[src/rtl/qc_pkg.sv]
package qc_pkg;
  typedef enum logic [1:0] {
    MODE_WRAP      = 2'd0,
    MODE_CLAMP     = 2'd1,
    MODE_ONESHOT   = 2'd2,
    MODE_MODULO    = 2'd3
  } cmode_e;

  typedef struct packed {
    logic ptr_rst;
    logic snap;
    logic load;
    logic clr_bc;
    logic clr_err;
    logic mode_wr;
    logic io_wr;
    logic data_wr;
    logic data_rd;
  } cmd_t;

  localparam logic [2:0] GRP_CMD  = 3'b000;
  localparam logic [2:0] GRP_MODE = 3'b001;
  localparam logic [2:0] GRP_IO   = 3'b010;
endpackage

[src/rtl/qc_cmd_decode.sv]
module qc_cmd_decode
  import qc_pkg::*;
(
  input  logic       wr,
  input  logic       rd,
  input  logic       ctl,
  input  logic [7:0] wdata,
  output cmd_t       cmd
);
  logic       ctl_wr;
  logic [2:0] grp;

  always_comb begin
    ctl_wr      = wr && ctl;
    grp         = wdata[7:5];
    cmd         = '0;
    cmd.data_wr = wr && !ctl;
    cmd.data_rd = rd && !ctl;
    if (ctl_wr && grp == GRP_CMD) begin
      cmd.ptr_rst = wdata[0];
      cmd.snap    = wdata[4];
      cmd.load    = wdata[3];
      cmd.clr_bc  = (wdata[2:1] == 2'b01) || (wdata[2:1] == 2'b10);
      cmd.clr_err = (wdata[2:1] == 2'b11);
    end
    cmd.mode_wr = ctl_wr && (grp == GRP_MODE);
    cmd.io_wr   = ctl_wr && (grp == GRP_IO);
  end
endmodule

[src/rtl/qc_byte_regs.sv]
module qc_byte_regs #(
  parameter int CNT_W  = 24,
  parameter int BYTE_W = 8
) (
  input  logic              clk,
  input  logic              rst,
  input  logic              ptr_rst,
  input  logic              snap,
  input  logic              data_wr,
  input  logic              data_rd,
  input  logic [BYTE_W-1:0] wdata,
  input  logic [CNT_W-1:0]  count_val,
  output logic [CNT_W-1:0]  preset_val,
  output logic [CNT_W-1:0]  latch_val,
  output logic [BYTE_W-1:0] latch_byte
);
  localparam int NB = CNT_W / BYTE_W;
  localparam int PW = (NB > 1) ? $clog2(NB) : 1;
  localparam logic [PW-1:0] LAST = PW'(NB - 1);

  logic [PW-1:0] wp, rp;
  logic [NB-1:0][BYTE_W-1:0] preset_b;
  logic [NB-1:0][BYTE_W-1:0] latch_b;

  always_ff @(posedge clk) begin
    if (rst || ptr_rst) begin
      wp <= '0;
      rp <= '0;
    end else begin
      if (data_wr) wp <= (wp == LAST) ? '0 : wp + 1'b1;
      if (data_rd) rp <= (rp == LAST) ? '0 : rp + 1'b1;
    end
  end

  for (genvar i = 0; i < NB; i++) begin : g_byte
    always_ff @(posedge clk) begin
      if (rst) begin
        preset_b[i] <= '0;
        latch_b[i]  <= '0;
      end else begin
        if (data_wr && wp == PW'(i)) preset_b[i] <= wdata;
        if (snap) latch_b[i] <= count_val[i*BYTE_W +: BYTE_W];
      end
    end
  end

  assign preset_val = preset_b;
  assign latch_val  = latch_b;
  assign latch_byte = latch_b[rp];
endmodule

[src/rtl/qc_count_core.sv]
module qc_count_core
  import qc_pkg::*;
#(
  parameter int CNT_W = 24
) (
  input  logic             clk,
  input  logic             rst,
  input  logic             step,
  input  logic             up,
  input  logic             load,
  input  logic [CNT_W-1:0] preset_val,
  input  logic             mode_wr,
  input  logic [1:0]       mode_sel,
  input  logic             clr_bc,
  input  logic             clr_err,
  input  logic             noise,
  output logic [CNT_W-1:0] count_val,
  output logic             borrow,
  output logic             carry,
  output logic             err,
  output logic             dir
);
  localparam logic [CNT_W-1:0] TOP = {CNT_W{1'b1}};

  cmode_e           mode;
  logic             halted;
  logic [CNT_W-1:0] nxt;
  logic             hit_c, hit_b, stop;

  always_comb begin
    nxt   = count_val;
    hit_c = 1'b0;
    hit_b = 1'b0;
    stop  = 1'b0;
    if (load) begin
      nxt = preset_val;
    end else if (step && !halted) begin
      unique case (mode)
        MODE_WRAP, MODE_ONESHOT: begin
          if (up) begin
            hit_c = (count_val == TOP);
            nxt   = count_val + 1'b1;
          end else begin
            hit_b = (count_val == '0);
            nxt   = count_val - 1'b1;
          end
          stop = (mode == MODE_ONESHOT) && (hit_c || hit_b);
        end
        MODE_CLAMP: begin
          if (up) begin
            hit_c = (count_val == preset_val);
            if (!hit_c) nxt = count_val + 1'b1;
          end else begin
            hit_b = (count_val == '0);
            if (!hit_b) nxt = count_val - 1'b1;
          end
        end
        MODE_MODULO: begin
          if (up) begin
            hit_c = (count_val == preset_val);
            nxt   = hit_c ? '0 : count_val + 1'b1;
          end else begin
            hit_b = (count_val == '0);
            nxt   = hit_b ? preset_val : count_val - 1'b1;
          end
        end
        default: nxt = count_val;
      endcase
    end
  end

  always_ff @(posedge clk) begin
    if (rst) begin
      count_val <= '0;
      mode      <= MODE_WRAP;
      halted    <= 1'b0;
      borrow    <= 1'b0;
      carry     <= 1'b0;
      err       <= 1'b0;
      dir       <= 1'b0;
    end else begin
      count_val <= nxt;
      if (mode_wr) mode <= cmode_e'(mode_sel);
      if (load) halted <= 1'b0;
      else if (stop) halted <= 1'b1;
      if (step && !load) dir <= up;
      borrow <= (borrow && !clr_bc) || hit_b;
      carry  <= (carry && !clr_bc) || hit_c;
      err    <= (err && !clr_err) || noise;
    end
  end
endmodule

[src/rtl/byte_counter_channel.sv]
module byte_counter_channel
  import qc_pkg::*;
#(
  parameter int CNT_W  = 24,
  parameter int BYTE_W = 8
) (
  input  logic              clk,
  input  logic              rst,
  input  logic              bus_wr,
  input  logic              bus_rd,
  input  logic              bus_ctl,
  input  logic [BYTE_W-1:0] bus_wdata,
  output logic [BYTE_W-1:0] bus_rdata,
  input  logic              cnt_pulse,
  input  logic              cnt_up,
  input  logic              index_evt,
  input  logic              noise_err
);
  cmd_t              cmd;
  logic              cnt_en;
  logic              idx_off;
  logic [CNT_W-1:0]  count_val, preset_val, latch_val;
  logic [BYTE_W-1:0] latch_byte;
  logic              flag_borrow, flag_carry, flag_err, flag_dir;
  logic [BYTE_W-1:0] flag_byte;

  qc_cmd_decode u_dec (
    .wr(bus_wr), .rd(bus_rd), .ctl(bus_ctl), .wdata(bus_wdata[7:0]), .cmd(cmd)
  );

  always_ff @(posedge clk) begin
    if (rst) begin
      cnt_en  <= 1'b0;
      idx_off <= 1'b0;
    end else if (cmd.io_wr) begin
      cnt_en  <= bus_wdata[0];
      idx_off <= bus_wdata[1];
    end
  end

  qc_byte_regs #(.CNT_W(CNT_W), .BYTE_W(BYTE_W)) u_regs (
    .clk(clk), .rst(rst), .ptr_rst(cmd.ptr_rst), .snap(cmd.snap),
    .data_wr(cmd.data_wr), .data_rd(cmd.data_rd), .wdata(bus_wdata),
    .count_val(count_val), .preset_val(preset_val), .latch_val(latch_val),
    .latch_byte(latch_byte)
  );

  qc_count_core #(.CNT_W(CNT_W)) u_core (
    .clk(clk), .rst(rst),
    .step(cnt_pulse && cnt_en), .up(cnt_up),
    .load(cmd.load || (index_evt && !idx_off)),
    .preset_val(preset_val),
    .mode_wr(cmd.mode_wr), .mode_sel(bus_wdata[2:1]),
    .clr_bc(cmd.clr_bc), .clr_err(cmd.clr_err), .noise(noise_err),
    .count_val(count_val), .borrow(flag_borrow), .carry(flag_carry),
    .err(flag_err), .dir(flag_dir)
  );

  always_comb begin
    flag_byte    = '0;
    flag_byte[0] = flag_borrow;
    flag_byte[1] = flag_carry;
    flag_byte[4] = flag_err;
    flag_byte[5] = flag_dir;
  end

  always_ff @(posedge clk) begin
    if (rst) bus_rdata <= '0;
    else if (bus_rd) bus_rdata <= bus_ctl ? flag_byte : latch_byte;
  end
endmodule

[config.mk]
export PLATFORM = sky130hd
export DESIGN_NAME = byte_counter_channel
export DESIGN_NICKNAME = d
export VERILOG_FILES = /design/src/rtl/qc_pkg.sv /design/src/rtl/qc_cmd_decode.sv /design/src/rtl/qc_byte_regs.sv /design/src/rtl/qc_count_core.sv /design/src/rtl/byte_counter_channel.sv
export SDC_FILE = /design/constraint.sdc
export NUM_CORES = 1
export LEC_CHECK = 0
export BUFFER_PORTS_ARGS = -buffer_cell sky130_fd_sc_hd__buf_2
export CORE_ASPECT_RATIO = 1.75
export CORE_MARGIN = 3
export CORE_UTILIZATION = 62
export DETAILED_ROUTE_END_ITERATION = 6
export GPL_TIMING_DRIVEN = 0
export PLACE_DENSITY = 0.8
export SLEW_MARGIN = 10
export SYNTH_ARGS = -nofsm -noshare
export SYNTH_HDL_FRONTEND = slang
export SYNTH_SLANG_ARGS = --single-unit
[constraint.sdc]
create_clock -name clk -period 3.8 [get_ports clk]
set_input_delay 0.38 -clock clk [delete_from_list [all_inputs] [get_ports clk]]
set_output_delay 0.38 -clock clk [all_outputs]
set_load 0.05 [all_outputs]
==> metrics.cfg <==
[synthesis]
yosysTopAreaCellShare_pct=34.6
post-synth-top-area-cell=dfxtp_1
synthSimpleGateAreaFrac_pct=27.1
synthTopCellsByArea=dfxtp_1, nand2_1, a21oi_1
ys_seq_area_share_pct=34.6
synthAdderAreaFrac_pct=0.930
synth_top_family_by_area=simple AND/OR/NAND/NOR gates
synth_nets=720
synth_cell_types=75
yosysWarnings=0
synth_enable_flop_cells=0
synthMuxAreaShare_pct=2.51
async_flop_share_pct=0
ys.flop_type=dfxtp_1
synth.ff_latch_count=93
synth_compound_area_share_pct=23.4
synth_xor_area_share_pct=5.53
synth_area_um2=5380
ys_top_cells_by_count=nand2_1, dfxtp_1, a21oi_1, nor2_1, clkbuf_1
syn_area_per_cell_um2=7.70
synth.most_common_cell=nand2_1
syn_inst=699

[cells_and_area]
fin_cells=854
post_route_cells_drive_above_1_share_pct=10.8
fin_util_pct=71.0
area_growth_pct=10.4
layout.nets=755
antenna_cells=0

[worst_hold_path]
hold_path_class=input port to flip-flop
worst_hold_path.endpoint=u_core.err$_SDFF_PP0_
holdPathStages=3
hp-start=noise_err

[timing]
hold_viol=0
setup_violations=0
fin_crit_ps=3550
slew_headroom_pct=19.0
final_max_slew_viol_count=0
setup_ws_ps=248
fin_skew_ps=9.83
finalSetupTns_ps=0
tightest_slew_ps=1200
timing.fmax_ghz=0.282
min_period_over_period_pct=93.5
rsz0062_at_grt=no

[routing]
drc=14
drtIter0Drc=1077
ant_nets=0
detail_route.wl_per_cell_um=23.3
drt_wl_total_um=19900
drtPass1Iterations=7
vias=5870
viasPerCell=6.87

[setup_path]
critPathKind=flip-flop to flip-flop
cpMaxStageDelayCell=o31ai_2
r2r_end=u_core.count_val[10]$_SDFFE_PP0P_
r2r_cells=8
slowest_delay_ps=800
timing.rr.start=u_core.count_val[0]$_SDFFE_PP0P_
required_ps=4040
reg2reg_slack_ps=250
cpMostUsedCell=clkbuf_1
critical_path_arrival_ps=3790
startpoint_type=flip-flop
path_cells=clkbuf_1 > xor2_1 > nor4_1 > nand4_1 > o31ai_2 > clkbuf_1 > o2111ai_1 > a32o_1
crit_family=compound AO/OA/AOI/OAI gates
critPathCaptureType=flip-flop
path_buf_inv=2
cp_max_fo=10

[place]
portBuffers=24
place_hpwl_um=14500
dpl_worst_slack_ps=353
placed_cells=838
place.gp.congestion=1.05

[power_and_ir_drop]
cellPowerDensity_nw_per_um2=381
p_leak_nw=2.23
peakVddDrop_mv=0.376
total_power_mw=2.26

[floorplanning]
io-pin-count=25
die_y_um=129
core_area_um2=8370
initial_core_util_pct=64.3
rows=44
die-width_um=76.4
die_area_um2=9880

[clock_tree]
htree_levels=3
clock_latency_ps=350
max-clock-path-buffers=2
clock-root-buffer=clkbuf_16
numCtsBuffers=9
postCtsHoldBufs=0
cts_tree=done
cts_setup_buffers=0
clk_pin_slew_ps=80
cts_resized=0
clkSinkCount=93

[global_routing]
grt_overflow=0
grt_usage_pct=41.1
grt_max_degree=19
grt_pass1_wl_um=31000
grt_pass1_vias=5763
antenna_found_initial=0

[status]
status=finished with violations
violations=DRC

[run]
maxCapViolCount=0

metrics by stage:
stage,instance area (µm²),hold WS (ps)
after CTS,5940,237
after global placement,5650,443
final,5940,236
after detailed placement,5650,447
after global routing,5940,270
after floorplan,5380,433
layout make-up:
type	count	area, µm²
timing repair buffer	24	120
fill	676	2430
inverter	11	41.3
clock buffer	9	225
clock inverter	7	63.8
sequential	93	1860
multi-input combinational	535	3210
tap	115	144
buffer	60	279
flip-flops by register name, summed over array words and instances (netlist names), 2 cells and up:
| register | flops |
|---|---|
| u_core.mode | 2 |
| u_regs.preset_val | 24 |
| u_regs.latch_val | 24 |
| u_core.count_val | 24 |
| u_regs.rp | 2 |
| u_regs.wp | 2 |
| bus_rdata | 8 |
worst max path at each step:
stage	start	endpoint	slack [ps]	depth (start not counted)
floorplan	u_core.count_val[0]$_SDFFE_PP0P_	u_core.count_val[6]$_SDFFE_PP0P_	1180	11
global placement	u_core.count_val[0]$_SDFFE_PP0P_	u_core.count_val[10]$_SDFFE_PP0P_	350	8
detailed placement	u_core.count_val[0]$_SDFFE_PP0P_	u_core.count_val[10]$_SDFFE_PP0P_	350	8
CTS	u_core.count_val[0]$_SDFFE_PP0P_	u_core.count_val[10]$_SDFFE_PP0P_	330	8
global route	u_core.count_val[0]$_SDFFE_PP0P_	u_core.count_val[10]$_SDFFE_PP0P_	20	8
finish	u_core.count_val[0]$_SDFFE_PP0P_	u_core.count_val[10]$_SDFFE_PP0P_	250	8
layout by cell type (no fill, tap or decap), types with 9 or more instances in the layout:
cell type and count:
o21ai_0 13, nand2_1 137, clkbuf_16 9, clkbuf_1 39
mux2i_1 9, xor2_1 31, dfxtp_1 93, nor4_1 17
nand4_1 12, buf_2 40, inv_1 11, a21oi_1 73
nor3_1 23, nand3_1 23, nor2_1 41
worst register-to-register path, delay by kind of cell (launching register included):
family	cells	cell delay, ps
xor+xnor	1	210
buf+inv	2	930
simple gates	2	660
flops	1	340
compound gates	3	1290
cell families (layout without fill, tap and decap cells):
family                   Yosys count  in the layout
adder cells (fa/ha/maj)            4              4
buffers and inverters             71            111
XOR/XNOR                          34             34
AO/OA/AOI/OAI                    183            183
AND/OR/NAND/NOR                  301            301
flip-flops                        93             93
multiplexers                      13             13
per-layer routing:
metal | up-vias | part of all wire [%] | wire length, µm | global-route usage [%]
li1 | 2600 | - | - | -
met1 | 2674 | 33 | 6590 | 43.9
met2 | 452 | 47 | 9430 | 68.6
met3 | 144 | 9.9 | 1970 | 8.55
met4 | 0 | 9.6 | 1920 | 36.1
met5 | - | 0 | 0 | 0
power breakdown:
part           internal (mW)  leakage (nW)  total [mW]  switching (mW)
registers              0.991         0.753        1.01          0.0150
clock network          0.462         0.142       0.909           0.447
logic                  0.108          1.34       0.348           0.240
Note: power is estimated with default switching activity, not from simulation.
